## config.mk

```make
export PLATFORM = sky130hd
export DESIGN_NAME = irq_router
export DESIGN_NICKNAME = d
export VERILOG_FILES = /design/src/rtl/irq_router_pkg.sv /design/src/rtl/irq_regs.sv /design/src/rtl/irq_lvl_map.sv /design/src/rtl/irq_steer.sv /design/src/rtl/irq_router.sv
export SDC_FILE = /design/constraint.sdc
export NUM_CORES = 1
export LEC_CHECK = 0
export BUFFER_PORTS_ARGS = -buffer_cell sky130_fd_sc_hd__buf_2
export CORE_ASPECT_RATIO = 0.7
export CORE_MARGIN = 2
export CORE_UTILIZATION = 37
export DETAILED_ROUTE_END_ITERATION = 8
export GPL_TIMING_DRIVEN = 0
export PLACE_DENSITY_LB_ADDON = 0.15
export SETUP_SLACK_MARGIN = 0.05
export SKIP_LAST_GASP = 1
export SYNTH_ARGS = -nofsm -noshare
export SYNTH_HDL_FRONTEND = slang
export SYNTH_SLANG_ARGS = --single-unit
```

## constraint.sdc

```tcl
create_clock -name clk_i -period 1.31 [get_ports clk_i]
set_input_delay 0.131 -clock clk_i [delete_from_list [all_inputs] [get_ports clk_i]]
set_output_delay 0.131 -clock clk_i [all_outputs]
set_load 0.005 [all_outputs]
```

## src/rtl/irq_router_pkg.sv

```systemverilog
package irq_router_pkg;
  localparam int NSRC  = 32;
  localparam int NLVL  = 16;
  localparam int TGT_W = 4;
  localparam int MDIS  = 31;
  localparam logic [NSRC-1:0] MASK_IMPL = 32'hF05DFF80;

  typedef enum logic [2:0] {
    OFF_PEND = 3'd0,
    OFF_MASK = 3'd1,
    OFF_CLR  = 3'd2,
    OFF_SET  = 3'd3,
    OFF_TGT  = 3'd4
  } reg_off_e;

  function automatic logic [3:0] src_lvl(input int unsigned b);
    case (b)
      0, 7:            return 4'd2;
      1, 8:            return 4'd3;
      2, 9:            return 4'd5;
      3, 10:           return 4'd7;
      4, 11, 21:       return 4'd9;
      5, 12, 22:       return 4'd11;
      6, 13, 17:       return 4'd13;
      14, 15:          return 4'd12;
      16:              return 4'd6;
      18:              return 4'd4;
      19:              return 4'd10;
      20:              return 4'd8;
      27, 28, 29, 30:  return 4'd15;
      default:         return 4'd0;
    endcase
  endfunction

  function automatic logic [NSRC-1:0] live_mask();
    logic [NSRC-1:0] m;
    for (int b = 0; b < NSRC; b++) m[b] = (src_lvl(b) != 4'd0);
    return m;
  endfunction

  function automatic logic [NSRC-1:0] top_mask();
    logic [NSRC-1:0] m;
    for (int b = 0; b < NSRC; b++) m[b] = (src_lvl(b) == 4'd15);
    return m;
  endfunction
endpackage

```

## src/rtl/irq_regs.sv

```systemverilog
module irq_regs
  import irq_router_pkg::*;
(
  input  logic             clk_i,
  input  logic             rst_ni,
  input  logic [NSRC-1:0]  src_i,
  input  logic             wr_en_i,
  input  logic [2:0]       addr_i,
  input  logic [NSRC-1:0]  wdata_i,
  output logic [NSRC-1:0]  pend_o,
  output logic [NSRC-1:0]  mask_o,
  output logic [TGT_W-1:0] tgt_o,
  output logic [NSRC-1:0]  rdata_o
);
  localparam logic [NSRC-1:0] LIVE = live_mask();

  logic [NSRC-1:0]  pend_q, mask_q, wmask;
  logic [TGT_W-1:0] tgt_q;

  assign wmask = wdata_i & MASK_IMPL;

  always_ff @(posedge clk_i or negedge rst_ni) begin
    if (!rst_ni) begin
      pend_q <= '0;
      mask_q <= '0;
      tgt_q  <= '0;
    end else begin
      pend_q <= src_i & LIVE;
      if (wr_en_i) begin
        unique case (addr_i)
          OFF_CLR: mask_q <= mask_q & ~wmask;
          OFF_SET: mask_q <= mask_q | wmask;
          OFF_TGT: tgt_q  <= wdata_i[TGT_W-1:0];
          default: ;
        endcase
      end
    end
  end

  always_comb begin
    unique case (addr_i)
      OFF_PEND: rdata_o = pend_q & ~(NSRC'(1) << MDIS);
      OFF_MASK: rdata_o = mask_q & MASK_IMPL;
      OFF_TGT:  rdata_o = NSRC'(tgt_q);
      default:  rdata_o = '0;
    endcase
  end

  assign pend_o = pend_q;
  assign mask_o = mask_q;
  assign tgt_o  = tgt_q;
endmodule

```

## src/rtl/irq_lvl_map.sv

```systemverilog
module irq_lvl_map
  import irq_router_pkg::*;
(
  input  logic [NSRC-1:0] word_i,
  output logic [NLVL-1:0] lvl_o
);
  always_comb begin
    lvl_o = '0;
    for (int b = 0; b < NSRC; b++)
      if (word_i[b]) lvl_o[src_lvl(b)] = 1'b1;
    lvl_o[0] = 1'b0;  // level 0 means "no interrupt"
  end
endmodule

```

## src/rtl/irq_steer.sv

```systemverilog
module irq_steer
  import irq_router_pkg::*;
#(
  parameter int NCPU = 4
) (
  input  logic [NLVL-1:0]      lvl_i,
  input  logic                 active_i,
  input  logic [TGT_W-1:0]     tgt_i,
  output logic [NCPU*NLVL-1:0] cpu_lvl_o
);
  for (genvar c = 0; c < NCPU; c++) begin : g_cpu
    assign cpu_lvl_o[c*NLVL +: NLVL] =
      (active_i && tgt_i == TGT_W'(c)) ? lvl_i : '0;
  end
endmodule

```

## src/rtl/irq_router.sv

```systemverilog
module irq_router
  import irq_router_pkg::*;
#(
  parameter int NCPU = 4
) (
  input  logic                 clk_i,
  input  logic                 rst_ni,
  input  logic [31:0]          src_i,
  input  logic [NCPU-1:0]      timer_i,
  input  logic                 wr_en_i,
  input  logic [2:0]           addr_i,
  input  logic [31:0]          wdata_i,
  output logic [31:0]          rdata_o,
  output logic [NCPU*16-1:0]   cpu_lvl_o,
  output logic                 bcast15_o,
  output logic [15:0]          disp_lvl_o,
  output logic [NCPU-1:0]      timer_o
);
  localparam logic [NSRC-1:0] TOP = top_mask();

  logic [NSRC-1:0]  pend_q, mask_q, live_req;
  logic [TGT_W-1:0] tgt_q;
  logic [NLVL-1:0]  req_lvl;
  logic             active;

  irq_regs u_regs (
    .clk_i, .rst_ni, .src_i, .wr_en_i, .addr_i, .wdata_i,
    .pend_o(pend_q), .mask_o(mask_q), .tgt_o(tgt_q), .rdata_o
  );

  assign live_req = pend_q & ~mask_q;
  assign active   = !mask_q[MDIS] && (|live_req);

  irq_lvl_map u_map_req  (.word_i(live_req), .lvl_o(req_lvl));
  irq_lvl_map u_map_disp (.word_i(pend_q),   .lvl_o(disp_lvl_o));

  irq_steer #(.NCPU(NCPU)) u_steer (
    .lvl_i(req_lvl), .active_i(active), .tgt_i(tgt_q), .cpu_lvl_o
  );

  assign bcast15_o = |(pend_q & TOP);
  assign timer_o   = timer_i;
endmodule

```

==> impl_results.rst, run 1 <==
.. list-table::
   :header-rows: 1

   * - Metric
     - Value
   * - First-pass iteration count of the detailed router
     - 4
   * - Largest net degree at the start of global routing
     - 50
   * - Worst clock skew
     - 0 ps
   * - Number of synthesized flops with an enable pin
     - 0
   * - Count of routing violations after the opening detailed-route iteration
     - 101
   * - Sum of routed wire length over all layers
     - 8930 microns
   * - Async S/R FF share, synth
     - 100%
   * - Crit path cell chain
     - buf_6 -> nand2b_4 -> or3_4 -> nor2_1 -> buf_2
   * - Most numerous cell in the Yosys netlist
     - sky130_fd_sc_hd__nor2_1
   * - Final cycle utilization of the critical path
     - 128%
   * - CTS Buf Count
     - 5
   * - Unrepaired setup endpoints after global routing
     - yes
   * - Largest cells by area after synthesis
     - sky130_fd_sc_hd__dfrtp_1 (46%), sky130_fd_sc_hd__buf_4 (8.7%), sky130_fd_sc_hd__nor2_1 (8.7%)
   * - Max-Slew Margin vs Limit
     - between 20% and 30%
   * - Die Span X
     - 106 microns
   * - Die Outline Area
     - just under 0.008 sq mm
   * - Critical path capture point type
     - primary output
   * - Violations in the final reports
     - setup timing
   * - Status
     - complete, but fails checks
   * - Final-stage net count
     - approximately 580
   * - Htree depth
     - 2
   * - Core Area
     - 0.00688 sq mm
   * - Static Leak
     - around 0.0024 uW
   * - Worst path slowest cell
     - sky130_fd_sc_hd__dfrtp_1
   * - First-pass GRT wire length
     - around 13000 microns
   * - Number of DRC violations after detailed routing
     - 0
   * - Synth cell count leaders
     - sky130_fd_sc_hd__nor2_1 (62), sky130_fd_sc_hd__dfrtp_1 (49), sky130_fd_sc_hd__buf_4 (31)
   * - Boundary pin count
     - 191
   * - Internal reg-to-reg setup slack
     - 150 ps
   * - Pre-CTS worst setup slack
     - -437 ps
   * - DR vias/cell
     - 4.63
   * - Critical path type
     - flop to primary output
   * - Std-Cell Rows
     - 25
   * - Layout-stage area growth over the synthesis result
     - 71.8%
   * - Critical path's top delay family
     - simple AND/OR/NAND/NOR gates
   * - Congestion Overflow GR
     - 0
   * - Dpl hpwl
     - ~6000 microns
   * - Ratio of cells with drive above 1 in the final layout
     - ~59%
   * - Maximum clock rate
     - 0.597 GHz
   * - Total of max-cap violations
     - 0
   * - Maximum root-to-sink buffer count
     - 2
   * - Number of buffers added on ports
     - 151
   * - Clock Tree Root
     - sky130_fd_sc_hd__clkbuf_8
   * - Average wire per cell in the routed design
     - around 15 microns
   * - Pin slew with the least headroom to its limit
     - 1110 ps
   * - Initial antenna violation count
     - 0
   * - Total of fill cells in the finished design
     - 578
   * - Ys flop type
     - sky130_fd_sc_hd__dfrtp_1
   * - Die height
     - approximately 75 microns
   * - Hold WC Path Type
     - primary input to asynchronous set/reset pin
   * - Vias post-DR
     - 2764
   * - Antenna violation net count after detailed routing
     - 0
   * - Final Worst Setup Slack
     - -365 ps
   * - Final Max Tran Viols
     - 0
   * - Final critical-path required period
     - 1670 ps
   * - Area share of the leading cell type in the synthesized netlist
     - a little under half
   * - Worst vdd rail ir drop
     - 0.454 mV
   * - Post-synthesis sequential area ratio
     - approximately 46%
   * - TritonCTS clock tree
     - yes
   * - Maximum single-stage delay on the critical path
     - 380 ps
   * - Total routing resource utilization after global routing
     - between 20% and 30%
   * - Launch point of the worst path
     - u_regs.tgt_o[1]
   * - Effective utilization at floorplan
     - just under 40%
   * - # clock sinks
     - 49
   * - R2R Path Start
     - u_regs.tgt_o[1]
   * - Number of distinct library cell variants in the gate-level netlist after synthesis
     - 34
   * - Areal power density over the cells
     - 993 mW/mm^2
   * - Worst path arrival time
     - around 1500 ps
   * - Maximum net fanout on the critical path
     - 6
   * - Skew-Pair Late Insertion Delay
     - 300 ps
   * - Vias in the first global route
     - 2496
   * - Startpoint type of the worst setup path
     - flop
   * - Mean instance size in the synthesized netlist
     - 9.62 sq um
   * - Clock-pin slew reported for the worst setup and hold paths after clock tree synthesis
     - 100 ps
   * - Synth Warn #
     - 0
   * - Hold slack
     - 46.0 ps
   * - Final weighted congestion in routability-driven placement
     - between 0.8 and 0.9
   * - Final number of setup-violating endpoints
     - 75
   * - Count of final hold-check violations
     - 0
   * - Gate count after technology mapping
     - 278
   * - WP data required
     - ~1200 ps
   * - Worst path buffer plus inverter count
     - 2
   * - Netlist area before placement
     - 0.00267 sq mm
   * - Sum of internal, switching and leakage power
     - between 4000 and 5000 uW
   * - Flops & latches, synth
     - 49
   * - Cell type contributing the most total cell area after synthesis
     - sky130_fd_sc_hd__dfrtp_1
   * - Antenna cells
     - 0
==> what timing repair did <==
item	in CTS	in global routing
gates cloned	2	0
gates resized for setup	74	34
hold buffers	27	0
endpoints found under the hold margin	27	0
setup buffers	15	8
pin swaps	41	22
endpoints found under the setup margin	85	90
==> report_power, final <==
group / leakage (uW) / internal [uW] / total, uW / switching [uW]
Sequential: 0.000573 / 1710 / 1920 / 214
Clock: 0.0000512 / 429 / 947 / 517
Combinational: 0.00178 / 925 / 1690 / 769
==> per-layer routing <==
metal / track usage, % / part of all wire (%)
met5: 0 / 0
met4: 3.22 / 1.1
met3: 4.94 / 6.3
met2: 34.1 / 47
met1: 30.6 / 46
==> layout by cell type, fill, tap and decap left out, types with 4 or more instances in the layout <==
| master | count |
|---|---|
| sky130_fd_sc_hd__dlygate4sd3_1 | 27 |
| sky130_fd_sc_hd__buf_2 | 140 |
| sky130_fd_sc_hd__o21ai_4 | 4 |
| sky130_fd_sc_hd__buf_4 | 42 |
| sky130_fd_sc_hd__a21oi_1 | 5 |
| sky130_fd_sc_hd__and2_4 | 6 |
| sky130_fd_sc_hd__conb_1 | 19 |
| sky130_fd_sc_hd__or2_4 | 6 |
| sky130_fd_sc_hd__inv_1 | 6 |
| sky130_fd_sc_hd__dfrtp_2 | 6 |
| sky130_fd_sc_hd__nor2_1 | 50 |
| sky130_fd_sc_hd__mux2_4 | 10 |
| sky130_fd_sc_hd__buf_6 | 25 |
| sky130_fd_sc_hd__a31o_2 | 5 |
| sky130_fd_sc_hd__dfrtp_1 | 43 |
| sky130_fd_sc_hd__clkbuf_8 | 7 |
| sky130_fd_sc_hd__nor2b_1 | 6 |
| sky130_fd_sc_hd__mux2i_1 | 4 |
| sky130_fd_sc_hd__mux2_2 | 7 |
| sky130_fd_sc_hd__a22o_1 | 17 |
| sky130_fd_sc_hd__nand2_1 | 19 |
| sky130_fd_sc_hd__nor2_2 | 11 |
==> logic make-up after synthesis <==
kind of cell	Yosys count	synth area share, %
AO/OA/AOI/OAI	36	10.6
buffers and inverters	47	11.7
flip-flops	49	45.9
multiplexers	21	10.1
other	1	0.140
AND/OR/NAND/NOR	124	21.6
==> metrics by stage <==
stage	area, sq um	util, %	TNS (ps)	cells
after floorplan	2760	-	0	296
after global placement	3640	52.8	-17770	541
after detailed placement	3640	52.8	-19000	541
after CTS	4430	64.3	-17950	591
after global routing	4590	66.7	-22850	597
final	4590	66.7	-17280	597
==> final timing paths <==
| check | endpoint | depth (start not counted) |
|---|---|---|
| setup / recovery | cpu_lvl_o[26] | 5 |
| hold / removal | u_regs.pend_o[22] | 1 |
| setup reg to reg | u_regs.tgt_o[1] | 4 |
| hold reg to reg | flop | 1 |
| max in group asynchronous | u_regs.pend_o[0] | 1 |
| min in group clk_i | u_regs.tgt_o[3] | 2 |
==> area by class of cell <==
type	instances	area, sq um	area share [%]
well taps	94	118	2.56
inverters	6	22.5	0.490
clock inverters	2	13.8	0.300
plain buffers	39	322	7.00
flip-flops and latches	49	1230	26.9
multi-input cells	200	1470	32.1
repair buffers	201	1330	28.9
clock buffers	6	82.6	1.80
Note: power is estimated with default switching activity, not from simulation.
==> inputs of run 2 (changes only) <==
==> constraint.sdc (replaced) <==
create_clock -name clk_i -period 1.4 [get_ports clk_i]
set_input_delay 0.14 -clock clk_i [delete_from_list [all_inputs] [get_ports clk_i]]
set_output_delay 0.14 -clock clk_i [all_outputs]
set_load 0.005 [all_outputs]
==> run 2 against run 1 <==
  * The run still ends with setup timing left
  * Combinational power about the same
  * Final area increased by 0.19%
  * Hold slack gained 4.8 ps
  * Critical endpoint is now cpu_lvl_o[20]
==> impl_results.rst, run 2 (synthesis gave the netlist of run 1 again) <==
.. list-table::
   :header-rows: 1

   * - Metric
     - Value
   * - Worst vdd rail ir drop
     - 0.622 mV
   * - Number of buffers added on ports
     - 151
   * - Maximum net fanout on the critical path
     - 7
   * - Total routing resource utilization after global routing
     - a little over a fifth
   * - Sum of routed wire length over all layers
     - around 9000 microns
   * - Die height
     - roughly 75 microns
   * - First-pass GRT wire length
     - 13200 microns
   * - Final weighted congestion in routability-driven placement
     - 0.788
   * - Largest net degree at the start of global routing
     - 50
   * - Count of final hold-check violations
     - 0
   * - Pre-CTS worst setup slack
     - -461 ps
   * - Core Area
     - just under 0.007 sq mm
   * - Final cell count without fillers
     - 604
   * - TritonCTS clock tree
     - yes
   * - Total of max-cap violations
     - 0
   * - Clock Tree Root
     - sky130_fd_sc_hd__clkbuf_8
   * - Max-Slew Margin vs Limit
     - between 20% and 30%
   * - Boundary pin count
     - 191
   * - Sum of internal, switching and leakage power
     - 4400 uW
   * - CTS Buf Count
     - 5
   * - Final Worst Setup Slack
     - -290 ps
   * - Std-Cell Rows
     - 25
   * - # clock sinks
     - ~50
   * - Violations in the final reports
     - setup timing
   * - Critical path type
     - flop to primary output
   * - Hold WC Path Type
     - primary input to asynchronous set/reset pin
   * - Number of DRC violations after detailed routing
     - 0
   * - Worst path arrival time
     - approximately 1600 ps
   * - Initial antenna violation count
     - 0
   * - Layout-stage area growth over the synthesis result
     - 72.1%
   * - Worst path buffer plus inverter count
     - 2
   * - Stages on worst setup path
     - 5
   * - Maximum single-stage delay on the critical path
     - 390 ps
   * - WP data required
     - about 1300 ps
   * - Status
     - complete, but fails checks
   * - Most frequent standard cell in the layout excluding fill and tap cells
     - sky130_fd_sc_hd__buf_2
   * - Critical path capture point type
     - primary output
   * - Worst path slowest cell
     - sky130_fd_sc_hd__dfrtp_1
   * - Pin slew with the least headroom to its limit
     - around 1100 ps
   * - Static Leak
     - 0.00243 uW
   * - Skew-Pair Late Insertion Delay
     - ~300 ps
   * - Placed cells
     - 541
   * - Clock-pin slew reported for the worst setup and hold paths after clock tree synthesis
     - about 90 ps
   * - Vias in the first global route
     - between 2000 and 3000
   * - Final Max Tran Viols
     - 0
   * - Startpoint type of the worst setup path
     - flop
   * - Ratio of cells with drive above 1 in the final layout
     - 58.8%
   * - Final cycle utilization of the critical path
     - 121%
   * - Critical path's top delay family
     - simple AND/OR/NAND/NOR gates
   * - Maximum root-to-sink buffer count
     - 2
   * - Count of routing violations after the opening detailed-route iteration
     - 134
   * - Unrepaired setup endpoints after global routing
     - yes
   * - Most frequent cells in the layout
     - sky130_fd_sc_hd__buf_2 (148), sky130_fd_sc_hd__nor2_1 (48), sky130_fd_sc_hd__buf_4 (45)
   * - Htree depth
     - 2
   * - Die Outline Area
     - 0.00793 sq mm
   * - Crit path cell chain
     - buf_6 -> nand2b_4 -> or3_4 -> nor2_1 -> buf_2
   * - Average wire per cell in the routed design
     - 14.9 microns
   * - Maximum clock rate
     - between 0.5 and 0.6 GHz
   * - Setup TNS
     - -11590 ps
   * - Final number of setup-violating endpoints
     - 56
   * - Areal power density over the cells
     - 957 mW/mm^2
   * - Congestion Overflow GR
     - 0
   * - Die Span X
     - 106 microns
   * - Effective utilization at floorplan
     - 38.9%
   * - Final critical-path required period
     - 1690 ps
   * - Vias post-DR
     - 2772
   * - Dpl hpwl
     - 6180 microns
   * - Antenna violation net count after detailed routing
     - 0
   * - Final-stage net count
     - 583
   * - DR vias/cell
     - 4.59
   * - First-pass iteration count of the detailed router
     - 4
   * - Antenna cells
     - 0
   * - Depth of the most critical reg-to-reg path
     - 4
   * - Worst clock skew
     - 0 ps
run 2: cell count changes in the layout (fill, tap and decap cells not counted), moves of 4 or more:
cell	before	now
sky130_fd_sc_hd__and2_1	1	6
sky130_fd_sc_hd__buf_2	140	148
sky130_fd_sc_hd__or2_2	0	4
sky130_fd_sc_hd__and2_4	6	1
sky130_fd_sc_hd__buf_6	25	21
run 2: worst paths after layout:
check | from | slack (ps) | to
max in group asynchronous | rst_ni | 590 | u_regs.pend_o[29]
hold / removal | rst_ni | 50 | u_regs.pend_o[14]
hold reg to reg | flop | 540 | flop
setup reg to reg | u_regs.tgt_o[1] | 280 | u_regs.tgt_o[1]
min in group clk_i | wdata_i[2] | 80 | u_regs.tgt_o[2]
setup / recovery | u_regs.tgt_o[1] | -290 | cpu_lvl_o[20]
run 2: cell type report:
| type | count | area [sq um] |
|---|---|---|
| clock inverter | 1 | 5.00 |
| buffer | 36 | 289 |
| timing repair buffer | 211 | 1400 |
| fill | 592 | 2280 |
| clock buffer | 7 | 96.3 |
| inverter | 6 | 22.5 |
| sequential | 49 | 1230 |
| tap | 94 | 118 |
| multi-input combinational | 200 | 1440 |
run 2: power breakdown:
group / leakage, uW / switching (uW) / internal, uW / total, uW
logic: 0.00180 / 754 / 953 / 1710
clock network: 0.0000542 / 465 / 448 / 912
registers: 0.000574 / 187 / 1600 / 1780
total: 0.00243 / 1410 / 3000 / 4400
run 2: per-layer routing:
layer  vias up  GRT usage [%]  wire [microns]
met1      1315           28.0            3970
li1       1341              -               -
met3        10           5.80             662
met2       106           38.2            4320
met4         0           2.19              70
met5         -              0               0
run 2: timing repair:
item                                    4_1_cts  5_1_grt
pin swaps                                    36       16
gates resized for setup                      64       31
hold endpoints to repair                     27        0
hold buffers                                 27        0
gates cloned                                  1        1
buffers inserted                             26        7
endpoints found under the setup margin       80       86
run 2: through the flow:
stage	util, %	hold slack, ps	area [sq um]
final	66.9	50.8	4600
after global routing	66.9	61.9	4600
after CTS	65.4	74.5	4500
after detailed placement	52.5	249	3610
after global placement	52.5	247	3610
after floorplan	-	-156	2740
